==> config.mk <==
export PLATFORM = sky130hd
export DESIGN_NAME = i2c_cond_gen
export DESIGN_NICKNAME = d
export VERILOG_FILES = /design/src/rtl/i2c_cond_pkg.sv /design/src/rtl/i2c_cond_timer.sv /design/src/rtl/i2c_cond_seq.sv /design/src/rtl/i2c_cond_gen.sv
export SDC_FILE = /design/constraint.sdc
export NUM_CORES = 1
export LEC_CHECK = 0
export BUFFER_PORTS_ARGS = -buffer_cell sky130_fd_sc_hd__clkbuf_2
export CAP_MARGIN = 10
export CORE_UTILIZATION = 58
export CTS_CLUSTER_DIAMETER = 50
export DETAILED_ROUTE_END_ITERATION = 8
export PLACE_DENSITY = 0.83
export SETUP_SLACK_MARGIN = 0.4
export SLEW_MARGIN = 10
export SYNTH_ARGS = -nofsm -noshare
export SYNTH_HDL_FRONTEND = slang
export SYNTH_SLANG_ARGS = --single-unit
==> constraint.sdc <==
create_clock -name clk -period 3 [get_ports clk]
set_input_delay 0.75 -clock clk [delete_from_list [all_inputs] [get_ports clk]]
set_output_delay 0.75 -clock clk [all_outputs]
set_load 0.01 [all_outputs]
==> src/rtl/i2c_cond_pkg.sv <==
package i2c_cond_pkg;

    typedef enum logic [2:0] {
        ERR_OK        = 3'd0,
        ERR_BUS_LOCK  = 3'd1,
        ERR_SDA_STUCK = 3'd2,
        ERR_BAD_STATE = 3'd3,
        ERR_TIMEOUT   = 3'd4
    } err_e;

    // Ordered: START steps then STOP steps; the sequencer advances by +1.
    typedef enum logic [2:0] {
        STP_S_CLK_LOW,
        STP_S_DAT_FREE,
        STP_S_CLK_FREE,
        STP_S_DAT_LOW,
        STP_P_CLK_LOW,
        STP_P_DAT_LOW,
        STP_P_CLK_FREE,
        STP_P_DAT_FREE
    } step_e;

    typedef enum logic [1:0] {
        SEQ_IDLE,
        SEQ_WAIT,
        SEQ_DRIVE,
        SEQ_WINDOW
    } seq_e;

    typedef struct packed {
        logic clk_pull;
        logic dat_pull;
    } pull_t;

    function automatic pull_t step_pull(step_e s);
        pull_t p;
        case (s)
            STP_S_CLK_LOW:  p = '{clk_pull: 1'b1, dat_pull: 1'b0};
            STP_S_DAT_FREE: p = '{clk_pull: 1'b1, dat_pull: 1'b0};
            STP_S_CLK_FREE: p = '{clk_pull: 1'b0, dat_pull: 1'b0};
            STP_S_DAT_LOW:  p = '{clk_pull: 1'b0, dat_pull: 1'b1};
            STP_P_CLK_LOW:  p = '{clk_pull: 1'b1, dat_pull: 1'b1};
            STP_P_DAT_LOW:  p = '{clk_pull: 1'b1, dat_pull: 1'b1};
            STP_P_CLK_FREE: p = '{clk_pull: 1'b0, dat_pull: 1'b1};
            default:        p = '{clk_pull: 1'b0, dat_pull: 1'b0};
        endcase
        return p;
    endfunction

    // Readback verdict for a step once its settle time has elapsed.
    function automatic err_e step_verdict(step_e s, logic scl, logic sda);
        err_e e;
        e = ERR_OK;
        case (s)
            STP_S_CLK_LOW:  if (scl)  e = ERR_BUS_LOCK;
            STP_S_DAT_FREE: if (!sda) e = ERR_SDA_STUCK;
            STP_S_CLK_FREE: e = ERR_OK;
            STP_S_DAT_LOW:  if (sda)  e = ERR_SDA_STUCK;
            STP_P_CLK_LOW:  if (scl)  e = ERR_BUS_LOCK;
            STP_P_DAT_LOW:  if (sda)  e = ERR_SDA_STUCK;
            STP_P_CLK_FREE: begin
                if (sda)       e = ERR_SDA_STUCK;
                else if (!scl) e = ERR_BUS_LOCK;
            end
            default: begin
                if (!scl)      e = ERR_BUS_LOCK;
                else if (!sda) e = ERR_SDA_STUCK;
            end
        endcase
        return e;
    endfunction

    function automatic step_e step_after(step_e s);
        return step_e'(s + 3'd1);
    endfunction

    function automatic logic step_final(step_e s);
        return (s == STP_S_DAT_LOW) || (s == STP_P_DAT_FREE);
    endfunction

endpackage

==> src/rtl/i2c_cond_timer.sv <==
module i2c_cond_timer #(
    parameter int W = 8
) (
    input  logic         clk,
    input  logic         rst,
    input  logic         load,
    input  logic [W-1:0] load_val,
    output logic         zero
);
    logic [W-1:0] count_q;

    always_ff @(posedge clk) begin
        if (rst)
            count_q <= '0;
        else if (load)
            count_q <= load_val;
        else if (count_q != '0)
            count_q <= count_q - 1'b1;
    end

    assign zero = (count_q == '0);
endmodule

==> src/rtl/i2c_cond_seq.sv <==
module i2c_cond_seq
    import i2c_cond_pkg::*;
#(
    parameter int CNT_W      = 8,
    parameter int WAIT_LIMIT = 200
) (
    input  logic             clk,
    input  logic             rst,
    input  logic             start_req,
    input  logic             stop_req,
    input  logic             scl_in,
    input  logic             sda_in,
    input  logic [CNT_W-1:0] settle_len,
    input  logic [CNT_W-1:0] window_len,
    input  logic             tmr_zero,
    output logic             tmr_load,
    output logic [CNT_W-1:0] tmr_val,
    output logic             scl_oe,
    output logic             sda_oe,
    output logic             done,
    output logic [2:0]       err_code
);
    localparam int WAIT_W = $clog2(WAIT_LIMIT + 1);

    seq_e              seq_q;
    step_e             step_q;
    pull_t             pull_q;
    logic              hold_q;
    logic              done_q;
    err_e              err_q;
    logic [WAIT_W-1:0] wait_q;
    err_e              verdict;
    logic              bus_idle;

    assign verdict  = step_verdict(step_q, scl_in, sda_in);
    assign bus_idle = scl_in && sda_in;

    always_comb begin
        tmr_load = 1'b0;
        case (seq_q)
            SEQ_WAIT:   tmr_load = scl_in;
            SEQ_DRIVE:  tmr_load = tmr_zero && (verdict == ERR_OK) && !step_final(step_q);
            SEQ_WINDOW: tmr_load = tmr_zero && bus_idle;
            default:    tmr_load = 1'b0;
        endcase
        tmr_val = (seq_q == SEQ_DRIVE && step_q == STP_S_CLK_FREE) ? window_len : settle_len;
    end

    always_ff @(posedge clk) begin
        if (rst) begin
            seq_q  <= SEQ_IDLE;
            step_q <= STP_S_CLK_LOW;
            pull_q <= '0;
            hold_q <= 1'b0;
            done_q <= 1'b0;
            err_q  <= ERR_OK;
            wait_q <= '0;
        end else begin
            done_q <= 1'b0;
            case (seq_q)
                SEQ_IDLE: begin
                    if (start_req) begin
                        if (!hold_q) begin
                            seq_q  <= SEQ_WAIT;
                            step_q <= STP_S_CLK_LOW;
                            wait_q <= '0;
                        end else begin
                            done_q <= 1'b1;
                            err_q  <= ERR_BAD_STATE;
                        end
                    end else if (stop_req) begin
                        if (hold_q) begin
                            seq_q  <= SEQ_WAIT;
                            step_q <= STP_P_CLK_LOW;
                            wait_q <= '0;
                        end else begin
                            done_q <= 1'b1;
                            err_q  <= ERR_BAD_STATE;
                        end
                    end
                end
                SEQ_WAIT: begin
                    if (scl_in) begin
                        seq_q  <= SEQ_DRIVE;
                        pull_q <= step_pull(step_q);
                    end else if (wait_q == WAIT_W'(WAIT_LIMIT - 1)) begin
                        seq_q  <= SEQ_IDLE;
                        done_q <= 1'b1;
                        err_q  <= ERR_TIMEOUT;
                        pull_q <= '0;
                        hold_q <= 1'b0;
                    end else begin
                        wait_q <= wait_q + 1'b1;
                    end
                end
                SEQ_DRIVE: begin
                    if (tmr_zero) begin
                        if (verdict != ERR_OK) begin
                            seq_q  <= SEQ_IDLE;
                            done_q <= 1'b1;
                            err_q  <= verdict;
                            pull_q <= '0;
                            hold_q <= 1'b0;
                        end else if (step_q == STP_S_CLK_FREE) begin
                            seq_q <= SEQ_WINDOW;
                        end else if (step_final(step_q)) begin
                            seq_q  <= SEQ_IDLE;
                            done_q <= 1'b1;
                            err_q  <= ERR_OK;
                            hold_q <= (step_q == STP_S_DAT_LOW);
                        end else begin
                            step_q <= step_after(step_q);
                            pull_q <= step_pull(step_after(step_q));
                        end
                    end
                end
                SEQ_WINDOW: begin
                    if (!bus_idle) begin
                        seq_q  <= SEQ_IDLE;
                        done_q <= 1'b1;
                        err_q  <= ERR_BUS_LOCK;
                        pull_q <= '0;
                        hold_q <= 1'b0;
                    end else if (tmr_zero) begin
                        seq_q  <= SEQ_DRIVE;
                        step_q <= STP_S_DAT_LOW;
                        pull_q <= step_pull(STP_S_DAT_LOW);
                    end
                end
                default: seq_q <= SEQ_IDLE;
            endcase
        end
    end

    assign scl_oe   = pull_q.clk_pull;
    assign sda_oe   = pull_q.dat_pull;
    assign done     = done_q;
    assign err_code = err_q;

    assert_done_pulse_R1: assert property (@(posedge clk) disable iff (rst)
        done |=> !done);

    assert_bad_state_keeps_lines_R2: assert property (@(posedge clk) disable iff (rst)
        (done && err_code == ERR_BAD_STATE) |-> ($stable(scl_oe) && $stable(sda_oe)));

    assert_wait_clock_free_R3: assert property (@(posedge clk) disable iff (rst)
        (seq_q == SEQ_WAIT) |-> !scl_oe);

    assert_window_lock_R6: assert property (@(posedge clk) disable iff (rst)
        (seq_q == SEQ_WINDOW && !bus_idle) |=> (done && err_code == ERR_BUS_LOCK));

    assert_ok_clock_free_R10: assert property (@(posedge clk) disable iff (rst)
        (done && err_code == ERR_OK) |-> !scl_oe);

    assert_error_release_R11: assert property (@(posedge clk) disable iff (rst)
        (done && err_code != ERR_OK && err_code != ERR_BAD_STATE) |-> (!scl_oe && !sda_oe));

    assert_settle_hold_R12: assert property (@(posedge clk) disable iff (rst)
        (seq_q == SEQ_DRIVE && !tmr_zero) |=>
            (seq_q == SEQ_DRIVE && $stable(scl_oe) && $stable(sda_oe)));
endmodule

==> src/rtl/i2c_cond_gen.sv <==
module i2c_cond_gen #(
    parameter int CNT_W      = 8,
    parameter int WAIT_LIMIT = 200
) (
    input  logic             clk,
    input  logic             rst,
    input  logic             start_req,
    input  logic             stop_req,
    input  logic             scl_in,
    input  logic             sda_in,
    input  logic [CNT_W-1:0] settle_len,
    input  logic [CNT_W-1:0] window_len,
    output logic             scl_oe,
    output logic             sda_oe,
    output logic             done,
    output logic [2:0]       err_code
);
    logic             tmr_load;
    logic [CNT_W-1:0] tmr_val;
    logic             tmr_zero;

    i2c_cond_timer #(.W(CNT_W)) u_timer (
        .clk      (clk),
        .rst      (rst),
        .load     (tmr_load),
        .load_val (tmr_val),
        .zero     (tmr_zero)
    );

    i2c_cond_seq #(.CNT_W(CNT_W), .WAIT_LIMIT(WAIT_LIMIT)) u_seq (
        .clk        (clk),
        .rst        (rst),
        .start_req  (start_req),
        .stop_req   (stop_req),
        .scl_in     (scl_in),
        .sda_in     (sda_in),
        .settle_len (settle_len),
        .window_len (window_len),
        .tmr_zero   (tmr_zero),
        .tmr_load   (tmr_load),
        .tmr_val    (tmr_val),
        .scl_oe     (scl_oe),
        .sda_oe     (sda_oe),
        .done       (done),
        .err_code   (err_code)
    );
endmodule

==> results of run 1 <==
synth_stat cells, drive strengths merged, types with 9 or more instances:
library cell,number,area (µm²)
a21oi,10,50.1
nand2,23,86.3
clkbuf,11,41.3
dfxtp,28,561
xnor2,9,78.8
o21ai,13,65.1
nor2,22,85.1
ha,11,138
mux2i,10,100
nor3,11,55.1
nand3,12,60.1
inv,9,33.8
layout make-up:
cell class / instances / area share (%)
flip-flops and latches: 28 / 24.4
repair buffers: 31 / 7.17
multi-input cells: 209 / 62.7
clock buffers: 4 / 1.58
inverters: 10 / 1.63
well taps: 46 / 2.50
routing by layer:
metal	part of all wire, %	track usage [%]	vias up
li1	-	-	1031
met1	42	32.4	979
met2	51	55.5	70
met3	4.8	6.21	12
met4	2.1	11.7	0
met5	0	0	-
kinds of logic (layout without fill, tap and decap cells):
family,Yosys count,count (layout),share of synthesized area [%]
DFF,28,28,26.8
xor gates and xnor gates,9,9,3.76
and+or+nand+nor,112,112,30.0
buffers and inverters,23,45,4.30
adders and majority gates,11,11,6.57
AOI/OAI and AO/OA,63,63,21.7
muxes,14,14,6.93
worst max-delay path: stages, from the launching register on:
cell	delay, ns
dfxtp_1	0.38
inv_1	0.12
ha_1	0.22
nor3b_1	0.47
nand3_1	0.24
a221o_1	0.39
a31o_2	0.25
mux2_1	0.31
path summary, 6_finish.rpt:
path / slack (ns) / startpoint / end
setup reg to reg: 0.52 / u_timer.count_q[0] / u_seq.step_q[1]
hold / removal: 0.49 / u_seq.err_code[1] / u_seq.err_code[1]
hold reg to reg: 0.49 / u_seq.err_code[1] / u_seq.err_code[1]
setup / recovery: 0.52 / u_timer.count_q[0] / u_seq.step_q[1]
power by group:
group	total, mW	switching (mW)	internal [mW]
sequential	0.607	0.142	0.464
combinational	0.905	0.500	0.405
clock	0.187	0.113	0.0745
registers in the layout, indices dropped and copies added (netlist names):
name / flops
u_seq.wait_q: 8
u_timer.count_q: 8
u_seq.err_code: 3
u_seq.step_q: 3
u_seq.seq_q: 2
u_seq.done: 1
u_seq.hold_q: 1
u_seq.scl_oe: 1
u_seq.sda_oe: 1
per-stage QoR:
step | power (mW) | hold WS [ns] | instances | worst slack (ns) | cell area, µm²
after floorplan | 1.28 | 0.477 | 260 | 0.594 | 2090
after global placement | 1.47 | 0.466 | 324 | 0.527 | 2260
after detailed placement | 1.50 | 0.477 | 324 | 0.485 | 2260
after CTS | 1.69 | 0.496 | 328 | 0.575 | 2300
after global routing | 1.81 | 0.517 | 328 | 0.422 | 2300
final | 1.70 | 0.491 | 328 | 0.520 | 2300
repair_timing:
item,CTS,global route
hold endpoints to repair,0,0
resized for setup,0,1
endpoints found under the setup margin,0,2
==> summary.md, run 1 <==
| Metric | Value |
|---|---|
| Power Density | `738 nW/µm²` |
| Filler cells | `288` |
| Post-Syn Area | `2090 µm²` |
| Die height | `62.1 µm` |
| CTS Buf Count | `3` |
| Post-Syn Area per Cell | `8.06 µm²` |
| Total GRT Usage | `29.7%` |
| Vias per inst | `6.38` |
| Vias | `2,092` |
| Crit path kind | `register to register` |
| Initial antenna violation count | `0` |
| Slew headroom | `58.1%` |
| Post-synth top flop | `dfxtp_1` |
| Die area | `3860 µm²` |
| IO Count | `28` |
| CP Capture Type | `register` |
| Startpoint types | `register` |
| CP required | `3.24 ns` |
| Most frequent cells in the layout | `clkbuf_2, dfxtp_1, nand2_1, nor2_1, nand3_1` |
| WL final | `5.45 mm` |
| WL per Instance | `16.6 µm` |
| Number of max-cap violations | `0` |
| EDFF count, synth | `0` |
| First-pass GRT wire length | `8.27 mm` |
| Clock insertion delay at the later pin of the skew report | `0.34 ns` |
| Worst-path clk slew | `0.15 ns` |
| ANT cells | `0` |
| Number of setup buffers added after CTS | `0` |
| Fmax | `403 MHz` |
| Buffers on Ports | `27` |
| Setup Viol. Count Final | `0` |
| First-pass DRT Iterations | `5` |
| #FFs+latches synth | `28` |
| Yosys warnings | `0` |
| Post-synthesis instance total | `260` |
| Placement Rows | `21` |
| Clock tree sinks | `28` |
| Status | `completed` |
| Clk buf depth | `2` |
| Leakage power | `0.855 nW` |
| Max Slew Vio Count | `0` |
| Syn_nets | `293` |
| Nets | `316` |
| Library cells used by synthesis | `61` |
| Core box area | `3390 µm²` |
| Hold path cells | `2` |
| R2R cell count | `7` |
| Asr flop ratio synth | `0%` |
| CP Max Fanout | `5` |
| H-tree levels | `1` |
| Period utilization | `82.7%` |
| Share of layout cells above drive strength 1 | `17.0%` |
| Initial core utilization | `61.8%` |
| GR Overflow Total | `0` |
| Vias in the first global route | `1,853` |
| Worst Hold Class | `register to register` |
| Pin count of the biggest net entering global routing | `20` |
| Post-DRT Antenna Nets | `0` |
| Post-layout minimum cycle time | `2.48 ns` |
| Sequential Area | `562 µm²` |
| Gpl congestion | `0.960` |
| Clock skew | `0.00994 ns` |
| VDD IR max | `461 µV` |
| HPWL after detailed placement | `4.20 mm` |
| RSZ-0062 raised after global routing | `false` |
| Sequential area share after synthesis | `26.8%` |
| First DRT Iteration DRCs | `100` |
| Final Util | `67.9%` |
| Die width | `62.1 µm` |
| Arr. time, crit path | `2.72 ns` |
| TritonCTS clock tree | `built` |
| Area grow syn2layout | `9.92%` |
| Worst Tran Pin Value | `0.628 ns` |
| DR DRC count | `0` |
| Setup tns final | `0 ns` |
| Multi-input gate area | `1440 µm²` |
| Clock tree root driver cell | `clkbuf_4` |
| Final Hold Vio Count | `0` |
| Hold-fix buffer count after cts | `0` |
Note: power is estimated with default switching activity, not from simulation.
==> inputs of run 2 (changes only) <==
Settings changed: CORE_UTILIZATION 58 to 52, PLACE_DENSITY 0.83 to 0.79.
Clock period 3 ns to 2.26 ns, I/O delays scaled along.
==> run 2 against run 1 <==
Against the previous run:
- count of clock-buffer cells in the layout unchanged
- critical path depth fell by 1
- die area increased by 11%
- clock skew shrank 0.0031 ns
- non-clock buffer count grew 42
- register-to-register slack got worse by 0.43 ns
- sequential cell count unchanged
- sequential share of layout area is 5.1 points lower
- via count rose by 18%
- global-route usage increased by 0.38 points
- critical path type unchanged
- largest cell class unchanged
==> summary.md, run 2 (synthesis results as in run 1) <==
| Metric | Value |
|---|---|
| Status | `completed (unchanged)` |
| CP Capture Type | `register (unchanged)` |
| Setup Viol. Count Final | `0 (unchanged)` |
| Fmax | `461 MHz (was 403 MHz)` |
| Cell-internal power | `1.77 mW (was 0.944 mW)` |
| Area grow syn2layout | `42.9% (was 9.92%)` |
| Period utilization | `96.0% (was 82.7%)` |
| Arr. time, crit path | `2.37 ns (was 2.72 ns)` |
| Total GRT Usage | `30.1% (was 29.7%)` |
| Setup tns final | `0 ns (unchanged)` |
| Buffers on Ports | `27 (unchanged)` |
| WL per Instance | `18.9 µm (was 16.6 µm)` |
| Die width | `65.5 µm (was 62.1 µm)` |
| DR DRC count | `0 (unchanged)` |
| Nets | `359 (was 316)` |
| Worst-path clk slew | `0.10 ns (was 0.15 ns)` |
| Initial antenna violation count | `0 (unchanged)` |
| Combinational share of power | `64.1% (was 53.3%)` |
| Vias in the first global route | `2,146 (was 1,853)` |
| Clock tree root driver cell | `clkbuf_8 (was clkbuf_4)` |
| IO Count | `28 (unchanged)` |
| Clk buf depth | `2 (unchanged)` |
| Post-place setup slack | `0.0225 ns (was 0.485 ns)` |
| Initial core utilization | `55.5% (was 61.8%)` |
| CTS Buf Count | `3 (unchanged)` |
| Filler cells | `234 (was 288)` |
| Placed insts | `346 (was 324)` |
| Post-layout minimum cycle time | `2.17 ns (was 2.48 ns)` |
| Final Hold Vio Count | `0 (unchanged)` |
| First-pass GRT wire length | `10.1 mm (was 8.27 mm)` |
| Pin count of the biggest net entering global routing | `18 (was 20)` |
| Die area | `4290 µm² (was 3860 µm²)` |
| WL final | `7.07 mm (was 5.45 mm)` |
| Non-filler instance count after layout | `373 (was 328)` |
| Multi-input gate area | `1760 µm² (was 1440 µm²)` |
| Clk network pwr share | `10.5% (was 11.0%)` |
| Gpl congestion | `1.02 (was 0.960)` |
| Most frequent cells in the layout | `buf_4, clkbuf_2, nand2_1, nor2_1, dfxtp_1 (was clkbuf_2, dfxtp_1, nand2_1, nor2_1, nand3_1)` |
| First-pass DRT Iterations | `5 (unchanged)` |
| First DRT Iteration DRCs | `284 (was 100)` |
| Commonest non-fill, non-tap cell in the layout | `buf_4` |
| Vias | `2,474 (was 2,092)` |
| Reg power frac | `25.4% (was 35.7%)` |
| Sw Share | `42.7% (was 44.4%)` |
| Number of max-cap violations | `0 (unchanged)` |
| H-tree levels | `1 (unchanged)` |
| Final worst setup slack | `0.0899 ns (was 0.520 ns)` |
| Power Density | `1040 nW/µm² (was 738 nW/µm²)` |
| Worst Tran Pin Value | `0.483 ns (was 0.628 ns)` |
| Slew headroom | `67.6% (was 58.1%)` |
| Clock skew | `0.00680 ns (was 0.00994 ns)` |
| Post-DRT Antenna Nets | `0 (unchanged)` |
| Clock tree sinks | `28 (unchanged)` |
| ANT cells | `0 (unchanged)` |
| Clock insertion delay at the later pin of the skew report | `0.29 ns (was 0.34 ns)` |
| Leakage power | `1.12 nW (was 0.855 nW)` |
| CP Max Fanout | `3 (was 5)` |
| Core box area | `3770 µm² (was 3390 µm²)` |
| Worst Hold Class | `register to register (unchanged)` |
| Max Slew Vio Count | `0 (unchanged)` |
| GR Overflow Total | `0 (unchanged)` |
| RSZ-0062 raised after global routing | `true (was false)` |
| VDD IR max | `509 µV (was 461 µV)` |
| Placement Rows | `22 (was 21)` |
| Final Util | `79.4% (was 67.9%)` |
| Crit path kind | `register to register (unchanged)` |
| Sw Pwr | `1.32 mW (was 0.755 mW)` |
| HPWL after detailed placement | `4.31 mm (was 4.20 mm)` |
| CP required | `2.46 ns (was 3.24 ns)` |
| Startpoint types | `register (unchanged)` |
| Share of layout cells above drive strength 1 | `43.7% (was 17.0%)` |
| FF-to-FF setup slack | `0.09 ns (was 0.52 ns)` |
| Largest regs | `u_seq.wait_q: 8 flops, u_timer.count_q: 8 flops (unchanged)` |
| TritonCTS clock tree | `built (unchanged)` |
| Sequential Area | `578 µm² (was 562 µm²)` |
| Die height | `65.5 µm (was 62.1 µm)` |
| Vias per inst | `6.63 (was 6.38)` |
==> run 2: cell types whose count changed in the layout (fill, tap and decap cells not counted), moves of 5 or more <==
cell / previous run / this run
buf_4: 4 / 41
ha_4: 0 / 5
buf_6: 0 / 5
ha_1: 11 / 5
dfxtp_1: 27 / 20
==> run 2: final cells by class <==
type                       instances  share of cell area, %
tap                               48                   2.01
timing repair buffer              73                   16.7
inverter                          10                   1.51
clock buffer                       4                   1.84
sequential                        28                   19.3
multi-input combinational        210                   58.7
==> run 2: power groups by stage <==
stage / clock (mW) / combinational (mW) / sequential (mW)
global placement: 0 / 1.42 / 0.763
floorplan: 0 / 1.04 / 0.735
finish: 0.327 / 1.98 / 0.787
detailed placement: 0 / 1.43 / 0.764
global route: 0.350 / 2.12 / 0.801
CTS: 0.326 / 1.55 / 0.764
==> run 2: path summary, 6_finish.rpt <==
| kind | startpoint | to | cells after the start |
|---|---|---|---|
| setup reg to reg | u_timer.count_q[5] | u_timer.count_q[6] | 6 |
| hold reg to reg | u_seq.err_code[2] | u_seq.err_code[2] | 2 |
| setup / recovery | u_timer.count_q[5] | u_timer.count_q[6] | 6 |
| hold / removal | u_seq.err_code[2] | u_seq.err_code[2] | 2 |
==> run 2: per-stage QoR <==
stage	instance area [µm²]	power [mW]	hold WS [ns]
floorplan	2200	1.77	0.475
global placement	2490	2.18	0.464
detailed placement	2490	2.20	0.471
CTS	2730	2.64	0.485
global route	2990	3.27	0.516
finish	2990	3.10	0.495
==> run 2: worst max-delay path, cell delays in order (launching register included) <==
cell	delay [ns]
dfxtp_4	0.36
or4_4	0.57
or4_4	0.52
nor4_4	0.19
buf_4	0.18
nor3_1	0.06
a211oi_1	0.21
==> run 2: per-layer routing <==
metal	GRT usage (%)	wire length, µm	vias to the layer above
met4	8.42	123	0
met5	0	0	-
li1	-	-	1124
met3	5.90	694	22
met1	41.4	2890	1158
met2	47.4	3360	170
==> run 2: timing repair <==
| item | 4_1_cts | 5_1_grt |
|---|---|---|
| pin swaps | 15 | 17 |
| hold buffers | 0 | 0 |
| gates cloned | 0 | 1 |
| buffers inserted | 6 | 16 |
| setup endpoints to repair | 26 | 28 |
| resized for setup | 30 | 31 |
